==> src/rtl/flash_pwr_pkg.sv <==
package flash_pwr_pkg;
  typedef enum logic [1:0] {
    MODE_STANDBY = 2'd0,
    MODE_ACTIVE  = 2'd1,
    MODE_DPD     = 2'd2
  } pwr_mode_e;

  typedef enum logic [1:0] {
    ST_IDLE  = 2'd0,
    ST_ENTER = 2'd1,
    ST_DPD   = 2'd2,
    ST_WAKE  = 2'd3
  } pwr_state_e;

  localparam logic [7:0] OP_SLEEP = 8'hB9;
  localparam logic [7:0] OP_WAKE  = 8'hAB;
endpackage

==> src/rtl/flash_spi_rx.sv <==
module flash_spi_rx
  import flash_pwr_pkg::*;
#(
  parameter int DUMMY_BYTES = 3
) (
  input  logic       clk_i,
  input  logic       rst_ni,
  input  logic       sclk_i,
  input  logic       cs_ni,
  input  logic       mosi_i,
  output logic       sclk_fall_o,
  output logic       cs_high_o,
  output logic       cs_rise_o,
  output logic       op_done_o,
  output logic [7:0] op_o,
  output logic       op_valid_o,
  output logic       exact_op_o,
  output logic       sig_go_o
);
  localparam int BCW = $clog2(DUMMY_BYTES + 2) + 1;
  localparam logic [BCW-1:0] BMAX = '1;

  logic sclk_q, sclk_d, cs_q, cs_d, mosi_q;
  logic [6:0] shreg;
  logic [2:0] bit_cnt;
  logic [BCW-1:0] byte_cnt;
  logic [7:0] op_q;
  logic op_v, op_done_q;
  logic sclk_rise;

  assign sclk_rise   = sclk_q & ~sclk_d;
  assign sclk_fall_o = ~sclk_q & sclk_d;
  assign cs_high_o   = cs_q;
  assign cs_rise_o   = cs_q & ~cs_d;

  always_ff @(posedge clk_i or negedge rst_ni) begin
    if (!rst_ni) begin
      sclk_q    <= 1'b0;
      sclk_d    <= 1'b0;
      cs_q      <= 1'b1;
      cs_d      <= 1'b1;
      mosi_q    <= 1'b0;
      shreg     <= '0;
      bit_cnt   <= '0;
      byte_cnt  <= '0;
      op_q      <= '0;
      op_v      <= 1'b0;
      op_done_q <= 1'b0;
    end else begin
      sclk_q    <= sclk_i;
      sclk_d    <= sclk_q;
      cs_q      <= cs_ni;
      cs_d      <= cs_q;
      mosi_q    <= mosi_i;
      op_done_q <= 1'b0;
      if (cs_q) begin
        bit_cnt  <= '0;
        byte_cnt <= '0;
        op_v     <= 1'b0;
      end else if (sclk_rise) begin
        shreg   <= {shreg[5:0], mosi_q};
        bit_cnt <= bit_cnt + 3'd1;
        if (bit_cnt == 3'd7) begin
          if (byte_cnt != BMAX) byte_cnt <= byte_cnt + 1'b1;
          if (byte_cnt == '0) begin
            op_q      <= {shreg, mosi_q};
            op_v      <= 1'b1;
            op_done_q <= 1'b1;
          end
        end
      end
    end
  end

  assign op_done_o  = op_done_q;
  assign op_o       = op_q;
  assign op_valid_o = op_v;
  assign exact_op_o = (byte_cnt == BCW'(1)) && (bit_cnt == 3'd0);
  assign sig_go_o   = op_v && (op_q == OP_WAKE) && (byte_cnt > BCW'(DUMMY_BYTES));

  // opcode strobe only follows a serial clock rise while selected
  assert_op_after_rise_R9: assert property (@(posedge clk_i) disable iff (!rst_ni)
    op_done_q |-> $past(sclk_rise) && !$past(cs_q));
endmodule

==> src/rtl/flash_sig_tx.sv <==
module flash_sig_tx #(
  parameter logic [7:0] SIG_BYTE = 8'h13
) (
  input  logic clk_i,
  input  logic rst_ni,
  input  logic cs_high_i,
  input  logic fall_i,
  input  logic go_i,
  output logic miso_o
);
  logic [2:0] idx;
  logic miso_q;

  always_ff @(posedge clk_i or negedge rst_ni) begin
    if (!rst_ni) begin
      idx    <= '0;
      miso_q <= 1'b0;
    end else if (cs_high_i) begin
      idx    <= '0;
      miso_q <= 1'b0;
    end else if (fall_i && go_i) begin
      miso_q <= SIG_BYTE[3'd7 - idx];
      idx    <= idx + 3'd1;
    end
  end

  assign miso_o = miso_q;

  assert_miso_on_fall_R7: assert property (@(posedge clk_i) disable iff (!rst_ni)
    (!fall_i && !cs_high_i) |=> $stable(miso_q));
endmodule

==> src/rtl/flash_pwr_fsm.sv <==
module flash_pwr_fsm
  import flash_pwr_pkg::*;
#(
  parameter int T_DP  = 64,
  parameter int T_RES = 96
) (
  input  logic       clk_i,
  input  logic       rst_ni,
  input  logic       busy_i,
  input  logic       cs_rise_i,
  input  logic       exact_op_i,
  input  logic       op_valid_i,
  input  logic [7:0] op_i,
  output pwr_state_e state_o,
  output pwr_mode_e  mode_o
);
  localparam int TMAX = (T_DP > T_RES) ? T_DP : T_RES;
  localparam int CW   = $clog2(TMAX + 1);

  pwr_state_e state;
  logic [CW-1:0] cnt;

  always_ff @(posedge clk_i or negedge rst_ni) begin
    if (!rst_ni) begin
      state <= ST_IDLE;
      cnt   <= '0;
    end else begin
      unique case (state)
        ST_IDLE: if (cs_rise_i && exact_op_i && op_valid_i && op_i == OP_SLEEP && !busy_i) begin
          state <= ST_ENTER;
          cnt   <= '0;
        end
        ST_ENTER: if (cnt == CW'(T_DP - 1)) state <= ST_DPD;
                  else cnt <= cnt + 1'b1;
        ST_DPD: if (cs_rise_i && op_valid_i && op_i == OP_WAKE) begin
          state <= ST_WAKE;
          cnt   <= '0;
        end
        ST_WAKE: if (cnt == CW'(T_RES - 1)) state <= ST_IDLE;
                 else cnt <= cnt + 1'b1;
        default: state <= ST_IDLE;
      endcase
    end
  end

  always_comb begin
    if (state == ST_DPD || state == ST_WAKE) mode_o = MODE_DPD;
    else if (busy_i)                         mode_o = MODE_ACTIVE;
    else                                     mode_o = MODE_STANDBY;
  end

  assign state_o = state;

  assert_dpd_via_entry_R2: assert property (@(posedge clk_i) disable iff (!rst_ni)
    (state == ST_DPD && $past(state) != ST_DPD) |-> $past(state) == ST_ENTER);
  assert_entry_exact_R3: assert property (@(posedge clk_i) disable iff (!rst_ni)
    (state == ST_ENTER && $past(state) == ST_IDLE) |-> $past(exact_op_i));
  assert_entry_not_busy_R4: assert property (@(posedge clk_i) disable iff (!rst_ni)
    (state == ST_ENTER && $past(state) == ST_IDLE) |-> !$past(busy_i));
  assert_wake_from_dpd_R6: assert property (@(posedge clk_i) disable iff (!rst_ni)
    (state == ST_WAKE && $past(state) != ST_WAKE) |-> $past(state) == ST_DPD);
endmodule

==> src/rtl/flash_pwr_ctrl.sv <==
module flash_pwr_ctrl
  import flash_pwr_pkg::*;
#(
  parameter int         T_DP        = 64,
  parameter int         T_RES       = 96,
  parameter int         DUMMY_BYTES = 3,
  parameter logic [7:0] SIG_BYTE    = 8'h13
) (
  input  logic       clk_i,
  input  logic       rst_ni,
  input  logic       sclk_i,
  input  logic       cs_ni,
  input  logic       mosi_i,
  input  logic       busy_i,
  output logic       miso_o,
  output logic       miso_en_o,
  output logic [1:0] mode_o,
  output logic       fwd_valid_o,
  output logic [7:0] fwd_op_o
);
  logic sclk_fall, cs_high, cs_rise, op_done, op_valid, exact_op, sig_go;
  logic [7:0] op;
  pwr_state_e state;
  pwr_mode_e  mode;

  flash_spi_rx #(.DUMMY_BYTES(DUMMY_BYTES)) u_rx (
    .clk_i, .rst_ni, .sclk_i, .cs_ni, .mosi_i,
    .sclk_fall_o(sclk_fall), .cs_high_o(cs_high), .cs_rise_o(cs_rise),
    .op_done_o(op_done), .op_o(op), .op_valid_o(op_valid),
    .exact_op_o(exact_op), .sig_go_o(sig_go)
  );

  flash_sig_tx #(.SIG_BYTE(SIG_BYTE)) u_tx (
    .clk_i, .rst_ni, .cs_high_i(cs_high), .fall_i(sclk_fall),
    .go_i(sig_go), .miso_o(miso_o)
  );

  flash_pwr_fsm #(.T_DP(T_DP), .T_RES(T_RES)) u_fsm (
    .clk_i, .rst_ni, .busy_i, .cs_rise_i(cs_rise), .exact_op_i(exact_op),
    .op_valid_i(op_valid), .op_i(op), .state_o(state), .mode_o(mode)
  );

  assign miso_en_o   = ~cs_high;
  assign mode_o      = mode;
  assign fwd_valid_o = op_done && state == ST_IDLE && op != OP_SLEEP && op != OP_WAKE;
  assign fwd_op_o    = op;

  assert_no_fwd_asleep_R5: assert property (@(posedge clk_i) disable iff (!rst_ni)
    fwd_valid_o |-> mode_o != 2'd2);
  assert_fwd_single_R9: assert property (@(posedge clk_i) disable iff (!rst_ni)
    fwd_valid_o |=> !fwd_valid_o);
endmodule

==> config.mk <==
export PLATFORM = sky130hd
export DESIGN_NAME = flash_pwr_ctrl
export DESIGN_NICKNAME = d
export VERILOG_FILES = /design/src/rtl/flash_pwr_pkg.sv /design/src/rtl/flash_spi_rx.sv /design/src/rtl/flash_sig_tx.sv /design/src/rtl/flash_pwr_fsm.sv /design/src/rtl/flash_pwr_ctrl.sv
export SDC_FILE = /design/constraint.sdc
export NUM_CORES = 1
export LEC_CHECK = 0
export CORE_MARGIN = 5
export CORE_UTILIZATION = 40
export DETAILED_ROUTE_END_ITERATION = 12
export PLACE_DENSITY = 0.71
export SETUP_SLACK_MARGIN = 0.4
export SLEW_MARGIN = 20
export SYNTH_ARGS = -nofsm -noshare
export SYNTH_HDL_FRONTEND = slang
export SYNTH_SLANG_ARGS = --single-unit
==> constraint.sdc <==
create_clock -name clk_i -period 3.1 [get_ports clk_i]
set_clock_uncertainty 0.15 [all_clocks]
set_input_delay 0.62 -clock clk_i [delete_from_list [all_inputs] [get_ports clk_i]]
set_output_delay 0.62 -clock clk_i [all_outputs]
set_load 0.02 [all_outputs]
==> results.rst <==
.. list-table::
   :header-rows: 1

   * - Metric
     - Value
   * - Number of buffers added by the clock tree synthesis step
     - 5
   * - Effective utilization at floorplan
     - approximately two fifths
   * - Count of filler cells inserted in the layout
     - 469
   * - Longest individual stage delay on the worst path
     - 0.54 ns
   * - Global-route wire length before repair
     - between 6000 and 7000 µm
   * - Clock tree sinks
     - 42
   * - Kind of start point of the critical path
     - flip-flop
   * - Most common cell after layout, fill and taps aside
     - sky130_fd_sc_hd__dfrtp_1
   * - Time the final worst path needs with I/O delays and setup
     - between 2 and 3 ns
   * - Endpoints failing hold
     - 0
   * - Count of final max-slew check failures
     - 0
   * - H-tree level count
     - 2
   * - Worst Setup SP
     - u_fsm.state_o[0]
   * - Register-to-register path setup slack
     - 0.66 ns
   * - Number of warnings issued by yosys
     - 0
   * - Top cell type's share of synthesized area
     - between 40% and 50%
   * - Required time of the critical path
     - 2.33 ns
   * - Cells along the critical path
     - inv_1 -> ha_1 -> or2_2 -> clkdlybuf4s50_1
   * - Clock transition at path regs
     - approximately 0.080 ns
   * - Total gr overflow
     - 0
   * - Largest net degree at the start of global routing
     - 43
   * - Core Region
     - about 5000 µm²
   * - Netlist area before placement
     - 2060 µm²
   * - WP data arrival
     - ~1.8 ns
   * - Net count reported at finish
     - roughly 220
   * - Origin of the critical flop-to-flop path
     - u_rx.byte_cnt[1]
   * - Vias in the first global route
     - around 1400
   * - Slowest cell on the critical path
     - sky130_fd_sc_hd__clkdlybuf4s50_1
   * - Placement Cell Area
     - about 2300 µm²
   * - Count of different cell masters after synthesis
     - roughly 40
   * - Remaining max-slew budget at the tightest pin
     - between 30% and 40%
   * - Post-Synthesis Mean Instance Area
     - approximately 12 µm²
   * - Fraction of final layout cells with drive strength greater than 1
     - between 10% and 20%
   * - Cell taking the most area after synthesis
     - sky130_fd_sc_hd__dfrtp_1
   * - Upper clock frequency limit
     - between 0.3 and 0.4 GHz
   * - Detailed-route vias per instance
     - between 5 and 6
   * - Number of rows in the core area
     - 26
   * - Post-route insts no fill
     - 270
   * - DPL Wire Length
     - between 2000 and 3000 µm
   * - Starting DRC count in detailed routing
     - 54
   * - Share of synthesized area occupied by flip-flops and latches
     - 51.2%
   * - Remaining number of nets flagged by the antenna check after routing
     - 0
   * - Critical path start-end classification
     - reg -> out
   * - Worst path buffer plus inverter count
     - 2
   * - Io pins
     - 19
   * - Top library cells by usage in the layout, fill and taps aside
     - sky130_fd_sc_hd__dfrtp_1, sky130_fd_sc_hd__nor2_1, sky130_fd_sc_hd__mux2_2, sky130_fd_sc_hd__clkdlybuf4s50_1, sky130_fd_sc_hd__ha_1
   * - Measured slew at the worst slew-check pin
     - approximately 0.9 ns
   * - Static leakage power
     - approximately 0.0011 µW
   * - Gate Count Post-Synth
     - roughly 180
   * - Number of vias after detailed routing
     - between 1000 and 1500
   * - Post-route cell area
     - 2420 µm²
   * - Endpoint kind of the worst setup timing path
     - primary output
   * - Chip Height
     - 81.7 µm
   * - Net Count, Synth
     - ~190
   * - Worst Hold Margin
     - between 0.2 and 0.3 ns
   * - Crit share post-route
     - around 84%
   * - Overall track demand over capacity in global routing
     - 12.5%
   * - Main area contributors after synthesis
     - sky130_fd_sc_hd__dfrtp_1, sky130_fd_sc_hd__mux2_2, sky130_fd_sc_hd__ha_1
   * - Average detailed-routed wire length per instance
     - 13.4 µm
   * - Die ar.
     - between 6000 and 7000 µm²
   * - Class of the most critical hold timing path
     - reg -> reg
   * - Dominant delay contributor by cell family on the critical path
     - buffers and inverters
   * - Setup repair after global routing missed its margin
     - no
   * - Hold_sp
     - u_rx.sclk_q
   * - Flop and latch count out of synthesis
     - 42
   * - Maximum VDD drop
     - roughly 0.33 mV
   * - Clock Latency Late Sink
     - 0.29 ns
   * - Post-detailed-route DRC marker count
     - 0
   * - Antenna violations before repair
     - 0
   * - Placed Instances
     - 262
   * - Ant. Diodes
     - 0
   * - Global placer's final weighted congestion
     - roughly 0.8
   * - Highest fanout seen on the critical path
     - 3
   * - Total setup violations reported at the end of the flow
     - 0
   * - Post-route setup TNS
     - 0 ns
   * - CTS tree
     - yes
   * - Bufs on Longest Clock Path
     - 2
   * - Chip width
     - around 80 µm
   * - Number of buffers added for setup after CTS
     - 0
   * - Clk Tree Root Cell
     - sky130_fd_sc_hd__clkbuf_8
   * - Detailed-routing iteration count for the pre-antenna-repair pass
     - 3
   * - Result of the run
     - finished, final reports clean
   * - Synthesis-to-finish area growth
     - 17.5%
   * - Port Buffer Count
     - 18
   * - Max Cap Violations
     - 0
   * - Total wirelength of the detailed-routed design
     - 3620 µm
   * - PD cells
     - approximately 430 nW/µm²
-- cells by family after synthesis --
logic type	synth area share, %
multiplexers	11.8
XOR/XNOR	2.98
AND/OR/NAND/NOR	16.6
buffers and inverters	2.19
adder cells (fa/ha/maj)	7.30
flip-flops	51.2
AO/OA/AOI/OAI	7.85
-- metrics by stage --
stage	worst slack, ns	utilization [%]	total power [µW]
3_3_place_gp	0.251	46.0	700
5_1_grt	0.421	47.9	1100
6_report	0.508	47.9	1040
4_1_cts	0.455	47.7	1060
2_1_floorplan	0.809	-	669
3_5_place_dp	0.200	46.0	707
-- flip-flops by register name, summed over array words and instances, names as in the netlist, 2 cells and up --
register and flops:
u_rx.op_o 8, u_fsm.cnt 7, u_rx.shreg 7, u_rx.byte_cnt 4, u_rx.bit_cnt 3, u_tx.idx 3
u_fsm.state_o 2
-- cell usage after synthesis, drive strengths merged --
master,n
a211oi,1
a21o,2
a21oi,3
a2bb2oi,1
a31oi,1
and3,2
and4bb,1
clkbuf,2
dfrtp,40
dfstp,2
ha,12
inv,10
mux2,18
mux2i,4
nand2,6
nand2b,5
nand3,3
nand3b,3
nand4,3
nand4b,2
nor2,18
nor2b,2
nor3,2
nor4,2
nor4b,2
nor4bb,1
o21ai,5
o2bb2ai,1
o31a,1
o31ai,4
o41a,1
o41ai,2
or2,2
or2b,1
or3,2
or4,1
xnor2,5
xor2,2
-- layer usage --
| metal | vias to the layer above | GRT usage, % | wire length, µm | share of wire [%] |
|---|---|---|---|---|
| met5 | - | 0 | 0 | 0 |
| met4 | 0 | 5.48 | 64 | 1.8 |
| met3 | 4 | 3.95 | 154 | 4.3 |
| met2 | 21 | 18.9 | 1630 | 45 |
| met1 | 674 | 16.3 | 1770 | 49 |
| li1 | 667 | - | - | - |
-- cell type report --
class / instances / area, µm² / area share [%]
Sequential cell: 42 / 1050 / 43.6
Multi-Input combinational cell: 121 / 963 / 39.9
Timing Repair Buffer: 19 / 184 / 7.61
Tap cell: 70 / 87.6 / 3.63
Clock buffer: 5 / 68.8 / 2.85
Inverter: 10 / 37.5 / 1.55
Clock inverter: 3 / 21.3 / 0.880
-- timing repair --
action | 4_1_cts | 5_1_grt
hold endpoints to repair | 0 | 0
endpoints found under the setup margin | 1 | 2
resized for setup | 1 | 2
hold buffers | 0 | 0
-- final timing paths --
| check | end | cells after the start |
|---|---|---|
| max | mode_o[1] | 4 |
| min | u_rx.sclk_d | 0 |
| max reg2reg | u_fsm.cnt[5] | 7 |
| min reg2reg | u_rx.sclk_d | 0 |
| max in group asynchronous | u_rx.shreg[0] | 1 |
| min in group asynchronous | u_rx.byte_cnt[3] | 1 |
-- power breakdown --
group | internal, µW | switching (µW) | leakage (µW)
combinational | 41.3 | 28.9 | 0.000544
clock | 158 | 190 | 0.0000441
sequential | 591 | 30.3 | 0.000536
No activity file was read; power rests on OpenSTA's default activity.
